[src/rtl/i2c_clkgen_pkg.sv]
package i2c_clkgen_pkg;
  localparam int MANT_W   = 4;
  localparam int EXP_W    = 3;
  localparam int SEL_W    = 3;
  localparam int PHASE_W  = 2;
  localparam int CFG_W    = MANT_W + EXP_W;
  localparam int QTR_BASE = 5;  // 20 base units per bit, split in 4 quarters
  localparam logic [SEL_W-1:0] SEL_CLKCTL = SEL_W'(3);

  typedef struct packed {
    logic [MANT_W-1:0] mant;
    logic [EXP_W-1:0]  expo;
  } clk_cfg_t;

  function automatic clk_cfg_t decode_cfg(input logic [CFG_W-1:0] d);
    clk_cfg_t c;
    c.mant = d[CFG_W-1:EXP_W];
    c.expo = d[EXP_W-1:0];
    return c;
  endfunction
endpackage

[src/rtl/i2c_clkgen_cfg.sv]
module i2c_clkgen_cfg
  import i2c_clkgen_pkg::*;
(
  input  logic             clk_i,
  input  logic             rst_ni,
  input  logic             en_i,
  input  logic             bit_bound_i,
  input  logic             we_i,
  input  logic [SEL_W-1:0] sel_i,
  input  logic             rsel_i,
  input  logic [CFG_W-1:0] wdata_i,
  output clk_cfg_t         active_o
);
  logic     wr_hit;
  clk_cfg_t pend_q, pend_d, act_q;

  assign wr_hit = we_i && (sel_i == SEL_CLKCTL) && !rsel_i;
  // forward a write landing on the boundary cycle straight to the next bit
  assign pend_d = wr_hit ? decode_cfg(wdata_i) : pend_q;

  always_ff @(posedge clk_i or negedge rst_ni) begin
    if (!rst_ni) begin
      pend_q <= '0;
      act_q  <= '0;
    end else begin
      pend_q <= pend_d;
      if (!en_i || bit_bound_i) act_q <= pend_d;
    end
  end

  assign active_o = act_q;

  p_foreign_write_ignored_r4: assert property (@(posedge clk_i) disable iff (!rst_ni)
    !wr_hit |=> pend_q == $past(pend_q));

  p_active_held_mid_bit_r5: assert property (@(posedge clk_i) disable iff (!rst_ni)
    (en_i && !bit_bound_i) |=> act_q == $past(act_q));
endmodule

[src/rtl/i2c_clkgen_pow2.sv]
module i2c_clkgen_pow2 #(
  parameter int EXP_W = 3
) (
  input  logic             clk_i,
  input  logic             rst_ni,
  input  logic             en_i,
  input  logic [EXP_W-1:0] expo_i,
  output logic             tick_o
);
  localparam int CNT_W = (1 << EXP_W) - 1;

  logic [CNT_W:0]   span;
  logic [CNT_W-1:0] lim, cnt_q;

  always_comb begin
    span = {{CNT_W{1'b0}}, 1'b1} << expo_i;
    lim  = CNT_W'(span - 1'b1);
  end

  assign tick_o = en_i && (cnt_q == lim);

  always_ff @(posedge clk_i or negedge rst_ni) begin
    if (!rst_ni)      cnt_q <= '0;
    else if (!en_i)   cnt_q <= '0;
    else if (tick_o)  cnt_q <= '0;
    else              cnt_q <= cnt_q + 1'b1;
  end

  p_prescale_in_range_r2: assert property (@(posedge clk_i) disable iff (!rst_ni)
    en_i |-> cnt_q <= lim);
endmodule

[src/rtl/i2c_clkgen_qtr.sv]
module i2c_clkgen_qtr #(
  parameter int MANT_W   = 4,
  parameter int THP      = 2,
  parameter int QTR_BASE = 5,
  parameter int PHASE_W  = 2
) (
  input  logic               clk_i,
  input  logic               rst_ni,
  input  logic               en_i,
  input  logic               tick_i,
  input  logic [MANT_W-1:0]  mant_i,
  output logic               qtr_o,
  output logic               bit_o,
  output logic [PHASE_W-1:0] phase_o
);
  localparam int UNIT     = QTR_BASE * (THP + 1);
  localparam int SPAN_MAX = UNIT * (1 << MANT_W);
  localparam int CNT_W    = $clog2(SPAN_MAX);

  logic [CNT_W-1:0]   cnt_q, last;
  logic [PHASE_W-1:0] phase_q;

  always_comb last = CNT_W'((32'(mant_i) + 32'd1) * 32'(UNIT) - 32'd1);

  assign qtr_o   = tick_i && (cnt_q == last);
  assign bit_o   = qtr_o && (&phase_q);
  assign phase_o = phase_q;

  always_ff @(posedge clk_i or negedge rst_ni) begin
    if (!rst_ni) begin
      cnt_q   <= '0;
      phase_q <= '0;
    end else if (!en_i) begin
      cnt_q   <= '0;
      phase_q <= '0;
    end else if (qtr_o) begin
      cnt_q   <= '0;
      phase_q <= phase_q + 1'b1;
    end else if (tick_i) begin
      cnt_q   <= cnt_q + 1'b1;
    end
  end

  p_strobe_one_wide_r2: assert property (@(posedge clk_i) disable iff (!rst_ni)
    qtr_o |=> !qtr_o);

  p_phase_steps_r3: assert property (@(posedge clk_i) disable iff (!rst_ni)
    (en_i && qtr_o) |=> phase_q == PHASE_W'($past(phase_q) + 1'b1));

  p_phase_holds_r3: assert property (@(posedge clk_i) disable iff (!rst_ni)
    (en_i && !qtr_o) |=> $stable(phase_q));
endmodule

[src/rtl/i2c_clkgen.sv]
module i2c_clkgen
  import i2c_clkgen_pkg::*;
#(
  parameter int THP = 2
) (
  input  logic               clk_i,
  input  logic               rst_ni,
  input  logic               en_i,
  input  logic               cfg_we_i,
  input  logic [SEL_W-1:0]   cfg_sel_i,
  input  logic               cfg_rsel_i,
  input  logic [CFG_W-1:0]   cfg_wdata_i,
  output logic               qtr_stb_o,
  output logic               bit_stb_o,
  output logic [PHASE_W-1:0] qtr_phase_o
);
  clk_cfg_t act;
  logic     pre_tick;

  i2c_clkgen_cfg u_cfg (
    .clk_i       (clk_i),
    .rst_ni      (rst_ni),
    .en_i        (en_i),
    .bit_bound_i (bit_stb_o),
    .we_i        (cfg_we_i),
    .sel_i       (cfg_sel_i),
    .rsel_i      (cfg_rsel_i),
    .wdata_i     (cfg_wdata_i),
    .active_o    (act)
  );

  i2c_clkgen_pow2 #(.EXP_W(EXP_W)) u_pow2 (
    .clk_i  (clk_i),
    .rst_ni (rst_ni),
    .en_i   (en_i),
    .expo_i (act.expo),
    .tick_o (pre_tick)
  );

  i2c_clkgen_qtr #(
    .MANT_W   (MANT_W),
    .THP      (THP),
    .QTR_BASE (QTR_BASE),
    .PHASE_W  (PHASE_W)
  ) u_qtr (
    .clk_i   (clk_i),
    .rst_ni  (rst_ni),
    .en_i    (en_i),
    .tick_i  (pre_tick),
    .mant_i  (act.mant),
    .qtr_o   (qtr_stb_o),
    .bit_o   (bit_stb_o),
    .phase_o (qtr_phase_o)
  );

  p_bit_on_last_quarter_r3: assert property (@(posedge clk_i) disable iff (!rst_ni)
    bit_stb_o |-> (qtr_stb_o && qtr_phase_o == PHASE_W'(3)));

  p_idle_when_disabled_r6: assert property (@(posedge clk_i) disable iff (!rst_ni)
    !en_i |=> (qtr_phase_o == '0));
endmodule

[config.mk]
export PLATFORM = sky130hd
export DESIGN_NAME = i2c_clkgen
export DESIGN_NICKNAME = d
export VERILOG_FILES = /design/src/rtl/i2c_clkgen_pkg.sv /design/src/rtl/i2c_clkgen_cfg.sv /design/src/rtl/i2c_clkgen_pow2.sv /design/src/rtl/i2c_clkgen_qtr.sv /design/src/rtl/i2c_clkgen.sv
export SDC_FILE = /design/constraint.sdc
export NUM_CORES = 1
export LEC_CHECK = 0
export CAP_MARGIN = 20
export CORE_MARGIN = 2
export CORE_UTILIZATION = 54
export CTS_BUF_LIST = sky130_fd_sc_hd__clkbuf_4 sky130_fd_sc_hd__clkbuf_8
export DETAILED_ROUTE_END_ITERATION = 6
export PLACE_DENSITY = 0.78
export SYNTH_ARGS = -nofsm -noshare
export SYNTH_HDL_FRONTEND = slang
export SYNTH_HIERARCHICAL = 1
export SYNTH_SLANG_ARGS = --single-unit
[constraint.sdc]
create_clock -name clk_i -period 4.7 [get_ports clk_i]
set_input_delay 1.175 -clock clk_i [delete_from_list [all_inputs] [get_ports clk_i]]
set_output_delay 1.175 -clock clk_i [all_outputs]
set_load 0.005 [all_outputs]
==> results.txt <==
The initial antenna violation count came out at 0. The number of instances in the placed design came out at 311. The critical path contains buffers and inverters numbering 2 combined. Across the run, the number of max-cap violations was 0. The clock tree from TritonCTS is done. The analysis attributes to net switching a power of 0.849 mW.

The number of failing hold endpoints at the final stage is 0. The net count of the mapped netlist is 264. The relative contribution of the clock network to total power is 0.128. After clock tree synthesis, the clock-pin slew on the worst setup and hold paths is 0.06 ns. The number of cell instances on the worst register-to-register path came out at 15. By startpoint and endpoint, the worst setup path is classified as flip-flop to output pin. The worst-case clock skew came out at 0.00843 ns. Power comes to 2.11 mW. The data arrival time at the worst-slack endpoint is 3.68 ns. The share of the synthesized area in the top cell type is 0.337. The number of DRC violations after detailed-routing iteration 0 is 84. The aggregate global routing overflow came out at 0.

Final hold analysis gives a worst-case slack of 0.481 ns. The instance area at placement came out at 2660 um2. The CTS buffer count is 5. Of the total power, the share spent switching nets is 0.403. The aggregate routed wire length came out at 4.88 mm. The longest clock path from root to sink contains 2 buffers. The checks that failed: setup timing. The height of the die is 69.3 um. The flop and latch count out of synthesis is 31. The final route contains 1851 vias. The sequential fraction of design power is 0.150. The worst setup path is captured at an output pin. The later pin in the worst-skew pair is clocked with a latency of 0.29 ns. The count of standard-cell rows came out at 23. In this run the worst setup path begins at u_cfg/active_o[3]$_DFFE_PN0P_. The largest single stage delay on the critical path is 0.54 ns. The fmax is 206 MHz. The critical path's top delay family is adder cells. At the pin with the least slew margin, the transition time is 0.713 ns. The first global-routing pass estimated 8.56 mm of wire.

The number of warnings printed during yosys synthesis came out at 6. The worst setup path is launched from a flip-flop. Synthesis produced 229 cells. The area of the die came out at 4800 um2. The sequential fraction of the synthesis area is 0.337.

The number of enable-type register cells in the synthesized netlist came out at 0. Setup repair after global routing could not meet its margin everywhere. The share of post-route cells with drive strength above 1 is 0.273. The run finished, with violations left. The maximum vdd drop came out at 403 uV. The most common flop cell mapped by yosys is sky130_fd_sc_hd__dfrtp_1. The cell area after layout is 3000 um2. The ratio of total power to cell area is 702 nW/um2.

The async set-reset flop share out of synthesis came out at 1.00. The average instance in the mapped netlist occupies 10.0 um2. The setup slack after placement came out at -0.358 ns. The total setup violations reported at the end of the flow came out at 2. The mean routed wirelength per cell came out at 15.0 um.

For the final routed database, the setup TNS stands at -0.173 ns. The endpoint identified for the worst register-to-register timing path is u_cfg/active_o[2]$_DFFE_PN0P_. Internal power comes to 1.26 mW. After synthesis, the netlist uses 50 different library cells. The final number of max-transition violations came to 0. Subtracting the final worst setup slack from the clock period gives 4.85 ns.

The die is 69.3 um wide. The worst setup slack for register-to-register paths came out at 0.51 ns. The largest net degree at the start of global routing is 32. In this run the clock root is driven by a sky130_fd_sc_hd__clkbuf_8. The via count of the first global-routing pass is 1935. The number of diodes is 0. The half-perimeter wire length of the detailed placement result came out at 3.37 mm.

The placer congestion estimate came out at 0.830. The slowest stage of the critical path belongs to the cell sky130_fd_sc_hd__fa_1. The number of port buffers came out at 18. The critical path ends at bit_stb_o.

The final clock period utilization by the worst path is 1.03. For this design, the CTS-stage hold fixing added 0 buffers. The pre-antenna-repair detailed-routing pass consisted of 4 iterations.

The number of standard cells in the layout, taps in and fillers out came out at 325. The post-layout worst setup margin is -0.154 ns. The post-synthesis cell type with the largest combined area is sky130_fd_sc_hd__dfrtp_1. The data required time of the worst path came out at 3.52 ns. The count of nets after finishing came out at 309. The peak fanout along the critical path came out at 4. The total routing resource utilization after global routing is 0.221. The worst slew margin relative to its limit came out at 0.523.

After detailed routing, the number of remaining DRC violations is 0. Sorting the synthesized cells by area gives the leading types as sky130_fd_sc_hd__dfrtp_1, sky130_fd_sc_hd__ha_1, sky130_fd_sc_hd__xnor2_1. The detailed-route vias per instance came out at 5.70. Once layout is complete, the utilization of the core stands at 0.740.

The residual antenna-violating net count after detailed routing is 0. The post-synthesis to final-layout area growth came out at 30.6%. The H-tree generated during clock tree synthesis spans 2 levels. The class of the worst hold path is flip-flop to flip-flop. The placeable core area is 4060 um2. The share of total power dissipated in combinational logic is 0.722.

The path length in cells of the critical path is 14. The cell area that synthesis handed to floorplanning was 2300 um2. In this run the critical register-to-register path is launched from u_cfg/active_o[3]$_DFFE_PN0P_.

The leakage power summed over all cells came out at 1.31 nW. The I/O pin total is 19. The initial standard-cell utilization of the core came out at 0.567.

CTS saw 31 sinks. Walking the worst path, the cells encountered are ha_2 -> xnor2_2 -> ha_4 -> inv_2 -> fa_1 -> fa_2 -> ha_4 -> and2_4 -> o21ai_4 -> o31ai_4 -> a311oi_4 -> nor3_4 -> and2_4 -> buf_6.
## worst register-to-register path, delay by kind of cell (launching register included)
family | cells | cell delay [ns]
fa+ha+maj | 5 | 1.83
simple gates | 3 | 0.85
compound gates | 4 | 0.66
flops | 1 | 0.41
buf+inv | 2 | 0.17
xor+xnor | 1 | 0.16
## worst min path at each step
stage                                    startpoint                         to  depth (start not counted)
after floorplan           u_cfg/pend_q[1]$_DFF_PN0_  u_cfg/pend_q[1]$_DFF_PN0_                          2
after global placement    u_cfg/pend_q[3]$_DFF_PN0_  u_cfg/pend_q[3]$_DFF_PN0_                          2
after detailed placement  u_cfg/pend_q[3]$_DFF_PN0_  u_cfg/pend_q[3]$_DFF_PN0_                          2
after CTS                 u_cfg/pend_q[3]$_DFF_PN0_  u_cfg/pend_q[3]$_DFF_PN0_                          2
after global routing      u_cfg/pend_q[4]$_DFF_PN0_  u_cfg/pend_q[4]$_DFF_PN0_                          2
final                     u_cfg/pend_q[3]$_DFF_PN0_  u_cfg/pend_q[3]$_DFF_PN0_                          2
## cell type report
type	count	area, um2
sequential	31	776
clock buffer	6	82.6
inverter	21	78.8
tap	50	62.6
clock inverter	2	35.0
timing repair buffer	46	403
fill	276	1050
multi-input combinational	169	1570
## state kept, by name (all words and copies together) (netlist names)
signal          count
u_pow2/cnt_q        7
u_cfg/pend_q        7
u_cfg/active_o      7
u_qtr/phase_o       2
u_qtr/cnt_q         8
## cells in the final DEF, fill, tap and decap left out, types with 2 or more instances in the layout
cell type,instances
sky130_fd_sc_hd__dfrtp_1,31
sky130_fd_sc_hd__buf_4,26
sky130_fd_sc_hd__inv_1,20
sky130_fd_sc_hd__clkdlybuf4s50_1,16
sky130_fd_sc_hd__xnor2_1,14
sky130_fd_sc_hd__nor2_1,12
sky130_fd_sc_hd__nand3_1,11
sky130_fd_sc_hd__nand2_1,10
sky130_fd_sc_hd__xor2_1,9
sky130_fd_sc_hd__ha_1,9
sky130_fd_sc_hd__a21oi_1,7
sky130_fd_sc_hd__nor3_1,7
sky130_fd_sc_hd__clkbuf_8,6
sky130_fd_sc_hd__o31ai_1,6
sky130_fd_sc_hd__o31a_1,6
sky130_fd_sc_hd__a311oi_1,6
sky130_fd_sc_hd__o21ai_2,5
sky130_fd_sc_hd__nand2b_1,5
sky130_fd_sc_hd__fa_1,5
sky130_fd_sc_hd__mux2i_1,4
sky130_fd_sc_hd__xnor2_2,4
sky130_fd_sc_hd__ha_4,4
sky130_fd_sc_hd__o21ai_0,3
sky130_fd_sc_hd__a31oi_1,3
sky130_fd_sc_hd__o21ai_1,3
sky130_fd_sc_hd__buf_6,2
sky130_fd_sc_hd__nand4b_4,2
sky130_fd_sc_hd__a21oi_2,2
sky130_fd_sc_hd__and4_1,2
sky130_fd_sc_hd__nor3_4,2
sky130_fd_sc_hd__and3_1,2
sky130_fd_sc_hd__and2_4,2
## logic make-up after synthesis
group           share of synthesized area
simple gates                        0.170
compound gates                      0.171
flops                               0.337
xor+xnor                            0.117
buf+inv                            0.0588
fa+ha+maj                           0.128
mux                                0.0174
## per-layer routing
| metal | wire length (um) | track usage | up-vias |
|---|---|---|---|
| met1 | 2070 | 0.267 | 898 |
| met3 | 189 | 0.0465 | 11 |
| li1 | - | - | 897 |
| met2 | 2520 | 0.385 | 45 |
| met4 | 95 | 0.0850 | 0 |
| met5 | 0 | 0 | - |
## synth_stat cells (all sizes together) (5+ instances only)
cell type / n
xnor2: 18
o31ai: 7
nor2: 13
o21ai: 12
nand2: 10
a311oi: 7
o31a: 6
buf: 7
fa: 6
nand3: 12
ha: 14
dfrtp: 31
inv: 21
xor2: 11
nor3: 10
nand2b: 5
a21oi: 10
## power by group through the flow
stage	Combinational [mW]	Sequential, mW	Clock [mW]
after floorplan	0.714	0.313	0
after global placement	0.996	0.318	0
after detailed placement	1.03	0.320	0
after CTS	1.42	0.315	0.275
after global routing	1.62	0.320	0.288
final	1.52	0.315	0.270
## what timing repair did
item | in CTS | in global routing
pin swaps | 11 | 4
setup buffers | 4 | 2
resized for setup | 28 | 3
endpoints found under the setup margin | 2 | 2
Note: power is estimated with default switching activity, not from simulation.
